<file path="src/rtl/fuse_pkg.sv">
package fuse_pkg;
  localparam int CLS_W  = 3;
  localparam int REG_W  = 4;
  localparam int COND_W = 4;
  localparam int TGT_W  = 16;

  typedef enum logic [CLS_W-1:0] {
    CL_OTHER = 3'd0,
    CL_CMP   = 3'd1,
    CL_JCC   = 3'd2,
    CL_LOAD  = 3'd3,
    CL_ADD   = 3'd4,
    CL_FCJ   = 3'd5,
    CL_FLA   = 3'd6
  } cls_e;

  typedef enum logic [1:0] {PK_NONE, PK_CJ, PK_LA} pair_e;

  typedef struct packed {
    cls_e              cls;
    logic [REG_W-1:0]  dst;
    logic [REG_W-1:0]  s1;
    logic [REG_W-1:0]  s2;
    logic              mem;
    logic [COND_W-1:0] cond;
    logic [TGT_W-1:0]  tgt;
    logic              last;
  } insn_t;

  // A record that may head a fused pair.
  function automatic logic is_candidate(insn_t h);
    return (h.cls == CL_CMP || (h.cls == CL_LOAD && h.mem)) && !h.last;
  endfunction

  function automatic pair_e pair_kind(insn_t h, insn_t n);
    if (h.cls == CL_CMP && n.cls == CL_JCC)
      return PK_CJ;
    if (h.cls == CL_LOAD && h.mem && n.cls == CL_ADD && n.s1 == h.dst)
      return PK_LA;
    return PK_NONE;
  endfunction

  function automatic insn_t merge_pair(insn_t h, insn_t n, pair_e k);
    insn_t r;
    r = h;
    if (k == PK_CJ) begin
      r.cls  = CL_FCJ;
      r.dst  = '0;
      r.cond = n.cond;
      r.tgt  = n.tgt;
    end else if (k == PK_LA) begin
      r.cls  = CL_FLA;
      r.dst  = n.dst;
      r.s2   = n.s2;
      r.mem  = 1'b1;
      r.cond = '0;
    end
    r.last = h.last | n.last;
    return r;
  endfunction
endpackage

</file>
<file path="src/rtl/fuse_pair_detect.sv">
module fuse_pair_detect
  import fuse_pkg::*;
(
  input  logic  fuse_on,
  input  logic  head_v,
  input  insn_t head,
  input  logic  next_v,
  input  insn_t next,
  output pair_e kind,
  output logic  hold
);
  logic head_cand;

  always_comb begin
    head_cand = fuse_on && head_v && is_candidate(head);
    hold      = head_cand;
    kind      = PK_NONE;
    if (head_cand && next_v)
      kind = pair_kind(head, next);
  end
endmodule

</file>
<file path="src/rtl/fuse_merge.sv">
module fuse_merge
  import fuse_pkg::*;
(
  input  insn_t head,
  input  insn_t next,
  input  pair_e kind,
  output insn_t merged
);
  always_comb merged = merge_pair(head, next, kind);
endmodule

</file>
<file path="src/rtl/cmp_branch_fuser.sv">
module cmp_branch_fuser
  import fuse_pkg::*;
(
  input  logic              clk,
  input  logic              rst_n,
  input  logic              fuse_en,
  input  logic              long_mode,
  input  logic              drain,
  input  logic              in_valid,
  output logic              in_ready,
  input  logic [CLS_W-1:0]  in_cls,
  input  logic [REG_W-1:0]  in_dst,
  input  logic [REG_W-1:0]  in_src1,
  input  logic [REG_W-1:0]  in_src2,
  input  logic              in_mem,
  input  logic [COND_W-1:0] in_cond,
  input  logic [TGT_W-1:0]  in_tgt,
  input  logic              in_last,
  output logic              out_valid,
  input  logic              out_ready,
  output logic [CLS_W-1:0]  out_cls,
  output logic [REG_W-1:0]  out_dst,
  output logic [REG_W-1:0]  out_src1,
  output logic [REG_W-1:0]  out_src2,
  output logic              out_mem,
  output logic [COND_W-1:0] out_cond,
  output logic [TGT_W-1:0]  out_tgt,
  output logic              out_last,
  output logic              out_fused
);
  insn_t in_rec, h_rec, o_rec, merged;
  logic  h_v, o_v, o_fused;
  pair_e kind;
  logic  hold, fuse_on;

  // Named internal events
  logic o_free, accept, take_pair, emit;

  always_comb begin
    in_rec.cls  = cls_e'(in_cls);
    in_rec.dst  = in_dst;
    in_rec.s1   = in_src1;
    in_rec.s2   = in_src2;
    in_rec.mem  = in_mem;
    in_rec.cond = in_cond;
    in_rec.tgt  = in_tgt;
    in_rec.last = in_last;
  end

  assign fuse_on = fuse_en && !long_mode;

  fuse_pair_detect u_detect (
    .fuse_on (fuse_on),
    .head_v  (h_v),
    .head    (h_rec),
    .next_v  (in_valid),
    .next    (in_rec),
    .kind    (kind),
    .hold    (hold)
  );

  fuse_merge u_merge (
    .head   (h_rec),
    .next   (in_rec),
    .kind   (kind),
    .merged (merged)
  );

  assign o_free    = !o_v || out_ready;
  assign in_ready  = !h_v || o_free;
  assign accept    = in_valid && in_ready;
  assign take_pair = h_v && o_free && in_valid && (kind != PK_NONE);
  assign emit      = h_v && o_free && (take_pair || !hold || in_valid || drain);

  always_ff @(posedge clk or negedge rst_n) begin
    if (!rst_n) begin
      h_v     <= 1'b0;
      h_rec   <= '0;
      o_v     <= 1'b0;
      o_rec   <= '0;
      o_fused <= 1'b0;
    end else begin
      if (emit) begin
        o_v     <= 1'b1;
        o_rec   <= take_pair ? merged : h_rec;
        o_fused <= take_pair;
      end else if (out_ready) begin
        o_v <= 1'b0;
      end
      if (take_pair) begin
        h_v <= 1'b0;
      end else if (accept) begin
        h_v   <= 1'b1;
        h_rec <= in_rec;
      end else if (emit) begin
        h_v <= 1'b0;
      end
    end
  end

  assign out_valid = o_v;
  assign out_cls   = o_rec.cls;
  assign out_dst   = o_rec.dst;
  assign out_src1  = o_rec.s1;
  assign out_src2  = o_rec.s2;
  assign out_mem   = o_rec.mem;
  assign out_cond  = o_rec.cond;
  assign out_tgt   = o_rec.tgt;
  assign out_last  = o_rec.last;
  assign out_fused = o_fused;


  out_hold_chk: assert property (@(posedge clk) disable iff (!rst_n)
    (out_valid && !out_ready) |=> (out_valid && $stable(o_rec) && $stable(out_fused)));


  no_overflow_chk: assert property (@(posedge clk) disable iff (!rst_n)
    (accept && h_v) |-> emit);


  cand_wait_chk: assert property (@(posedge clk) disable iff (!rst_n)
    (h_v && hold && !in_valid && !drain) |=> (h_v && $stable(h_rec)));


  fuse_gate_chk: assert property (@(posedge clk) disable iff (!rst_n)
    take_pair |-> (fuse_en && !long_mode));


  fused_cls_chk: assert property (@(posedge clk) disable iff (!rst_n)
    out_valid |-> (out_fused == (out_cls == 3'd5 || out_cls == 3'd6)));
endmodule

</file>
<file path="config.mk">
export PLATFORM = sky130hd
export DESIGN_NAME = cmp_branch_fuser
export DESIGN_NICKNAME = d
export VERILOG_FILES = /design/src/rtl/fuse_pkg.sv /design/src/rtl/fuse_pair_detect.sv /design/src/rtl/fuse_merge.sv /design/src/rtl/cmp_branch_fuser.sv
export SDC_FILE = /design/constraint.sdc
export NUM_CORES = 1
export LEC_CHECK = 0
export ABC_AREA = 1
export CAP_MARGIN = 20
export CORE_MARGIN = 8
export CORE_UTILIZATION = 45
export DETAILED_ROUTE_END_ITERATION = 6
export GPL_TIMING_DRIVEN = 0
export PLACE_DENSITY = 0.71
export SKIP_CTS_REPAIR_TIMING = 1
export SYNTH_ARGS = -nofsm -noshare
export SYNTH_HDL_FRONTEND = slang
export SYNTH_HIERARCHICAL = 1
export SYNTH_SLANG_ARGS = --single-unit
</file>
<file path="constraint.sdc">
create_clock -name clk -period 2.2 [get_ports clk]
set_clock_uncertainty 0.15 [all_clocks]
set_input_delay 0.44 -clock clk [delete_from_list [all_inputs] [get_ports clk]]
set_output_delay 0.44 -clock clk [all_outputs]
set_load 0.02 [all_outputs]
</file>
==> results.yml, run 1 <==
finish:
  final_util_pct: 63.38
  fin_nets: 806
  diodes: 0
  layoutNonFillerInstCount: 898
  areaGrowthSynthToFinish_pct: 39.66
  seq_area_um2: 1929
  n_fill_cell: 863
  multi_input_area_um2: 2117
  layout-drive-gt1-share_pct: 15.82
route:
  wl_per_cell_um: 14.64
  remaining_drc_errors: 0
  vias_per_cell: 4.952
  firstDrtPassIters: 5
  drt-total-wl_um: 13140
  first_iter_violations: 272
  ant_nets: 0
  vias: 4447
yosys:
  synth_top_family_by_area: "simple AND/OR/NAND/NOR gates"
  synthSimpleGateAreaFrac_pct: 44.11
  seq_area_frac_synth_pct: 44.25
  ys_types: 18
  synth_top_area_share_pct: 44.25
  yosysWarnings: 6
  yosys.area.top_type: "dfrtp_1"
  synth_fa_ha_area_share_pct: 0
  syn_inst: 651
  synth-xor-area-share_pct: 0
  synth.area.top_cells: "dfrtp_1, nand2_1, nand3_1, inv_1, nor3_1"
  avgSynthCellArea_um2: 6.688
  synth_area_um2: 4354
  muxShareOfSynthArea_pct: 0
  synth-compound-area-share_pct: 0.3736
  syn_nets: 695
  synth-seq-cells: 77
clock_network:
  clkTransAtPathRegs_ns: 0.09
  cts_sinks: 77
  cts_made_buffers: 9
  clkLatencyLatePin_ns: 0.35
  clock-root-buffer: "clkbuf_8"
  cts_tree: "done"
  clock_path_buffers: 2
  htree_levels: 3
setup_path:
  worstPathBufferInverterCount: 4
  cp_common_cell: "nand2_1"
  cp.arrival_ns: 2.26
  r2r_slack_ns: 0.08
  slowest_stage: "dfrtp_1"
  required_ns: 2.35
  path_class: "flop to flop"
  critPathLaunchType: "flop"
  slowest_delay_ns: 0.42
  critPathTopFamily: "simple AND/OR/NAND/NOR gates"
  cp-end-kind: "flop"
  path_max_fanout: 8
  crit_chain: "inv_1 -> nand2_1 -> nand2_1 -> nor2_1 -> nand2_1 -> nor2_4 -> buf_4 -> nor2_4 -> nor2_2 -> nand2_2 -> nand2_1 -> buf_6 -> buf_4 -> nand2_1 -> nand2_1"
die:
  io_pins: 84
  start_util_pct: 45.38
  num_rows: 36
  die_y_um: 114.4
  dieWidth_um: 114.4
  core_area_um2: 9594
  die-area_um2: 13080
timing:
  period_minus_slack_ns: 2.115
  finalSetupViolCount: 0
  relSlewSlack_pct: 67.38
  tightest_slew_ns: 0.4893
  fmax_ghz: 0.4727
  hold_violations: 0
  finalWorstSetupSlack_ns: 0.08464
  finalSetupTns_ns: 0
  holdWs_ns: 0.2564
  finalMaxSlewViolations: 0
  fin_crit_sh_pct: 96.15
place:
  pre_cts_slack_ns: -0.5266
  post-dp-hpwl_um: 8706
  routabilityCongestion: 0.8689
  io_buffers: 83
  dp_cells: 868
grt:
  antenna_found_initial: 0
  grt_pass1_wl_um: 20620
  grt_pass1_vias: 4289
  track_usage_pct: 19.70
  grt_max_degree: 45
  grt.overflow.total: 0
power_and_ir_drop:
  leakagePower_nw: 3.380
  cellPowerDensity_nw_per_um2: 861.0
  max-vdd-ir-drop_mv: 0.5548
run:
  cap_violations: 0
run_status:
  status: "completed"
worst_hold_path:
  hold_path.class: "primary input to flop"
metal layers:
layer  global-route usage (%)  up-vias  routed length (um)
met5                        0        -                   0
met4                    7.187        0                 320
met3                    3.481       24                 676
met2                    33.79      134                6437
met1                    24.17     2108                5708
li1                         -     2181                   -
report_power, final:
part,switching [W],total [W],internal [W]
combinational,0.00106,0.00192,0.000861
clock,0.000529,0.00130,0.000773
sequential,0.000233,0.00201,0.00178
total,0.00183,0.00524,0.00341
cells in the mapped netlist:
cell type	n
nand2_1	328
dfrtp_1	77
inv_1	54
nor2_1	49
nand3_1	48
nor3_1	38
buf_2	20
buf_4	10
buf_6	8
clkbuf_1	4
nand2_2	4
nor2_2	3
inv_2	2
or2_2	2
a21boi_2	1
a21oi_1	1
nand2_4	1
nand3b_1	1
registers in the layout (all words and copies together), names as in the netlist:
signal,cells
out_cond,4
h_rec,37
h_v,1
out_tgt,16
out_mem,1
out_dst,4
out_last,1
out_src1,4
out_cls,3
out_fused,1
out_src2,4
out_valid,1
worst reg2reg max path, cell delays in order, from the launching register on:
cell and delay [ns]:
dfrtp_1 0.42, inv_1 0.07, nand2_1 0.07, nand2_1 0.05, nor2_1 0.11, nand2_1 0.10, nor2_4 0.16, buf_4 0.15
nor2_4 0.04, nor2_2 0.12, nand2_2 0.10, nand2_1 0.11, buf_6 0.11, buf_4 0.16, nand2_1 0.08, nand2_1 0.07
cells in the final DEF, fill, tap and decap left out, types with 5 or more instances in the layout:
cell	instances
nand2_1	321
dfrtp_1	75
clkdlybuf4s50_1	71
inv_1	54
nand3_1	47
nor2_1	44
nor3_2	20
buf_4	19
buf_6	18
nor3_1	17
nand2_2	11
dlymetal6s2s_1	11
buf_2	10
clkbuf_8	10
nor2_4	5
worst paths after layout:
path                                       start                       to  cells past startpoint
max                        h_rec[32]$_DFFE_PN0P_    h_rec[10]$_DFFE_PN0P_                     15
min                                   in_src1[0]    h_rec[26]$_DFFE_PN0P_                      3
max reg2reg                h_rec[32]$_DFFE_PN0P_    h_rec[10]$_DFFE_PN0P_                     15
min reg2reg                out_fused$_DFFE_PN0P_    out_fused$_DFFE_PN0P_                      2
max in group asynchronous                  rst_n  out_src2[0]$_DFFE_PN0P_                      3
min in group asynchronous                  rst_n      out_mem$_DFFE_PN0P_                      2
per-stage QoR:
step	power (W)	instance area, um^2
4_1_cts	0.005210	5612
3_3_place_gp	0.003853	5351
6_report	0.005236	6081
3_5_place_dp	0.003905	5376
2_1_floorplan	0.003042	4354
5_1_grt	0.005547	6081
cell type report:
cell class,count,area share (%)
Sequential cell,77,31.73
Multi-Input combinational cell,476,34.81
Tap cell,133,2.737
Clock buffer,10,2.263
Timing Repair Buffer,100,17.30
Inverter,56,3.539
Buffer,42,6.008
Clock inverter,4,1.605
kinds of logic (layout without fill, tap and decap cells):
family	count (synthesis)	count (layout)
AND/OR/NAND/NOR	474	474
flip-flops	77	77
buffers and inverters	98	212
AO/OA/AOI/OAI	2	2
Power figures use the tool's default switching activity.
==> run 2, diff against run 1 <==
--- a/config.mk
+++ b/config.mk
@@ -8,10 +8,9 @@
 export ABC_AREA = 1
 export CAP_MARGIN = 20
 export CORE_MARGIN = 8
-export CORE_UTILIZATION = 45
+export CORE_UTILIZATION = 40
 export DETAILED_ROUTE_END_ITERATION = 6
 export GPL_TIMING_DRIVEN = 0
-export PLACE_DENSITY = 0.71
 export SKIP_CTS_REPAIR_TIMING = 1
 export SYNTH_ARGS = -nofsm -noshare
 export SYNTH_HDL_FRONTEND = slang
==> run 2 against run 1 <==
  * Non-clock buffer count down 6
  * Sequential power hardly changed
  * Sequential share of layout area increased by 0.86 points
  * Utilization decreased by 8.4 points
  * Global-route usage decreased by 1.3 points
  * Routed wire length is 0.11% higher
  * Critical endpoint is now out_tgt[7]$_DFFE_PN0P_
  * Fmax rose by 0.37%
  * Critical path type unchanged
  * Final cell count grew 0.33%
==> results.yml, run 2 (same netlist as run 1, synthesis figures left out) <==
finish:
  areaGrowthSynthToFinish_pct: 35.78
  largest_reg_flops: 37
  multi_input_area_um2: 2069
  final_util_pct: 55.02
  layoutNonFillerInstCount: 901
  n_fill_cell: 1081
  top_register: "h_rec"
  fin_nets: 800
  diodes: 0
  final_cell_mix: "nand2_1, dfrtp_1, clkdlybuf4s50_1"
  layout.cells.most_common: "nand2_1"
  layout-drive-gt1-share_pct: 14.06
  seq_area_um2: 1927
timing:
  period_minus_slack_ns: 2.107
  finalWorstSetupSlack_ns: 0.09252
  tightest_slew_ns: 0.5100
  finalSetupViolCount: 0
  fin_crit_sh_pct: 95.79
  fmax_ghz: 0.4745
  holdWs_ns: 0.2506
  hold_violations: 0
  relSlewSlack_pct: 66.00
  finalMaxSlewViolations: 0
place:
  io_buffers: 83
  post-dp-hpwl_um: 8995
  dp_cells: 875
  pre_cts_slack_ns: -0.5971
  routabilityCongestion: 0.8458
route:
  vias: 4356
  wl_per_cell_um: 14.60
  drt-total-wl_um: 13160
  vias_per_cell: 4.835
  remaining_drc_errors: 0
  first_iter_violations: 285
  ant_nets: 0
  firstDrtPassIters: 5
setup_path:
  critPathLaunchType: "flop"
  cp.arrival_ns: 2.22
  path_max_fanout: 7
  path_class: "flop to flop"
  cp-end-kind: "flop"
  critPathTopFamily: "simple AND/OR/NAND/NOR gates"
  crit_chain: "nand2_1 -> nand2_2 -> nor2_2 -> nand2_2 -> nor2_4 -> inv_2 -> nand2_4 -> inv_8 -> clkbuf_16 -> nand2_1 -> nand2_1 -> nor3_1 -> nor2_1 -> nand2_1 -> nand2_1"
  cp_common_cell: "nand2_1"
  slowest_delay_ns: 0.43
  slowest_stage: "dfrtp_1"
  required_ns: 2.31
  worstPathBufferInverterCount: 3
grt:
  antenna_found_initial: 0
  grt_pass1_wl_um: 21470
  track_usage_pct: 18.38
  grt_max_degree: 43
  grt.overflow.total: 0
  grt_pass1_vias: 4264
clock_network:
  clkLatencyLatePin_ns: 0.36
  cts_tree: "done"
  cts_made_buffers: 9
  clock-root-buffer: "clkbuf_8"
  cts_sinks: 77
  htree_levels: 3
  clock_path_buffers: 2
  clkTransAtPathRegs_ns: 0.08
worst_hold_path:
  hold_path.class: "primary input to flop"
die:
  num_rows: 38
  core_area_um2: 10750
  start_util_pct: 40.52
  die_y_um: 120.3
  die-area_um2: 14480
  dieWidth_um: 120.3
  io_pins: 84
run:
  cap_violations: 0
power_and_ir_drop:
  pwr-share-clk_pct: 21.7
  swShare_pct: 36.52
  cellPowerDensity_nw_per_um2: 844.7
  p_sw_w: 0.001824
  max-vdd-ir-drop_mv: 0.3576
  pwr-share-comb_pct: 37.9
  seqPwrFrac_pct: 40.3
  leakagePower_nw: 3.312
  p_int_w: 0.003170
run_status:
  status: "completed"
## run 2: power by group through the flow
stage	sequential, W	combinational [W]	clock, W
after floorplan	0.00232	0.000727	0
after CTS	0.00202	0.00188	0.00112
final	0.00201	0.00189	0.00109
after global placement	0.00203	0.00185	0
after detailed placement	0.00204	0.00187	0
after global routing	0.00206	0.00209	0.00118
## run 2: worst paths after layout
| path | slack (ns) | to | cells after the start | start |
|---|---|---|---|---|
| worst max-delay path | 0.09 | out_tgt[7]$_DFFE_PN0P_ | 15 | h_rec[33]$_DFFE_PN0P_ |
| worst min-delay path | 0.25 | h_rec[34]$_DFFE_PN0P_ | 3 | in_cls[0] |
| worst max register to register | 0.09 | out_tgt[7]$_DFFE_PN0P_ | 15 | h_rec[33]$_DFFE_PN0P_ |
| worst min register to register | 0.32 | out_fused$_DFFE_PN0P_ | 2 | out_fused$_DFFE_PN0P_ |
| max in group asynchronous | 0.88 | h_rec[26]$_DFFE_PN0P_ | 3 | rst_n |
| min in group asynchronous | 0.44 | out_src2[0]$_DFFE_PN0P_ | 2 | rst_n |
## run 2: metrics by stage
| stage | instance area [um^2] | power [W] | TNS, ns |
|---|---|---|---|
| after CTS | 5577 | 0.005018 | -7.260 |
| after detailed placement | 5385 | 0.003914 | -35.98 |
| after global placement | 5360 | 0.003874 | -216.72 |
| final | 5912 | 0.004994 | 0 |
| after global routing | 5912 | 0.005338 | -0.1307 |
| after floorplan | 4354 | 0.003042 | 0 |
## run 2: per-layer routing
metal / share of wire [%] / track usage (%) / vias up
met5: 0 / 0 / -
met4: 1.7 / 7.026 / 0
met3: 5.3 / 2.984 / 17
met2: 48 / 30.77 / 127
met1: 45 / 23.40 / 2033
li1: - / - / 2179
## run 2: layout make-up
class                      instances  share of cell area (%)
clock inverter                     5                  0.8466
buffer                            42                   5.608
timing repair buffer              94                   16.91
tap                              140                   2.963
inverter                          56                   3.683
clock buffer                      11                   2.392
multi-input combinational        476                   35.01
sequential                        77                   32.59
## run 2: tightest hold or removal path, delay by kind of cell
family        cells  cell delay [ns]
buf+inv           1             0.15
simple gates      2             0.14
==> run 3, diff against run 2 <==
--- a/config.mk
+++ b/config.mk
@@ -11,6 +11,7 @@
 export CORE_UTILIZATION = 40
 export DETAILED_ROUTE_END_ITERATION = 6
 export GPL_TIMING_DRIVEN = 0
+export HOLD_SLACK_MARGIN = 0.12
 export SKIP_CTS_REPAIR_TIMING = 1
 export SYNTH_ARGS = -nofsm -noshare
 export SYNTH_HDL_FRONTEND = slang
==> results of run 3 <==
The final DEF is identical to that of run 2; final timing and power are the same.
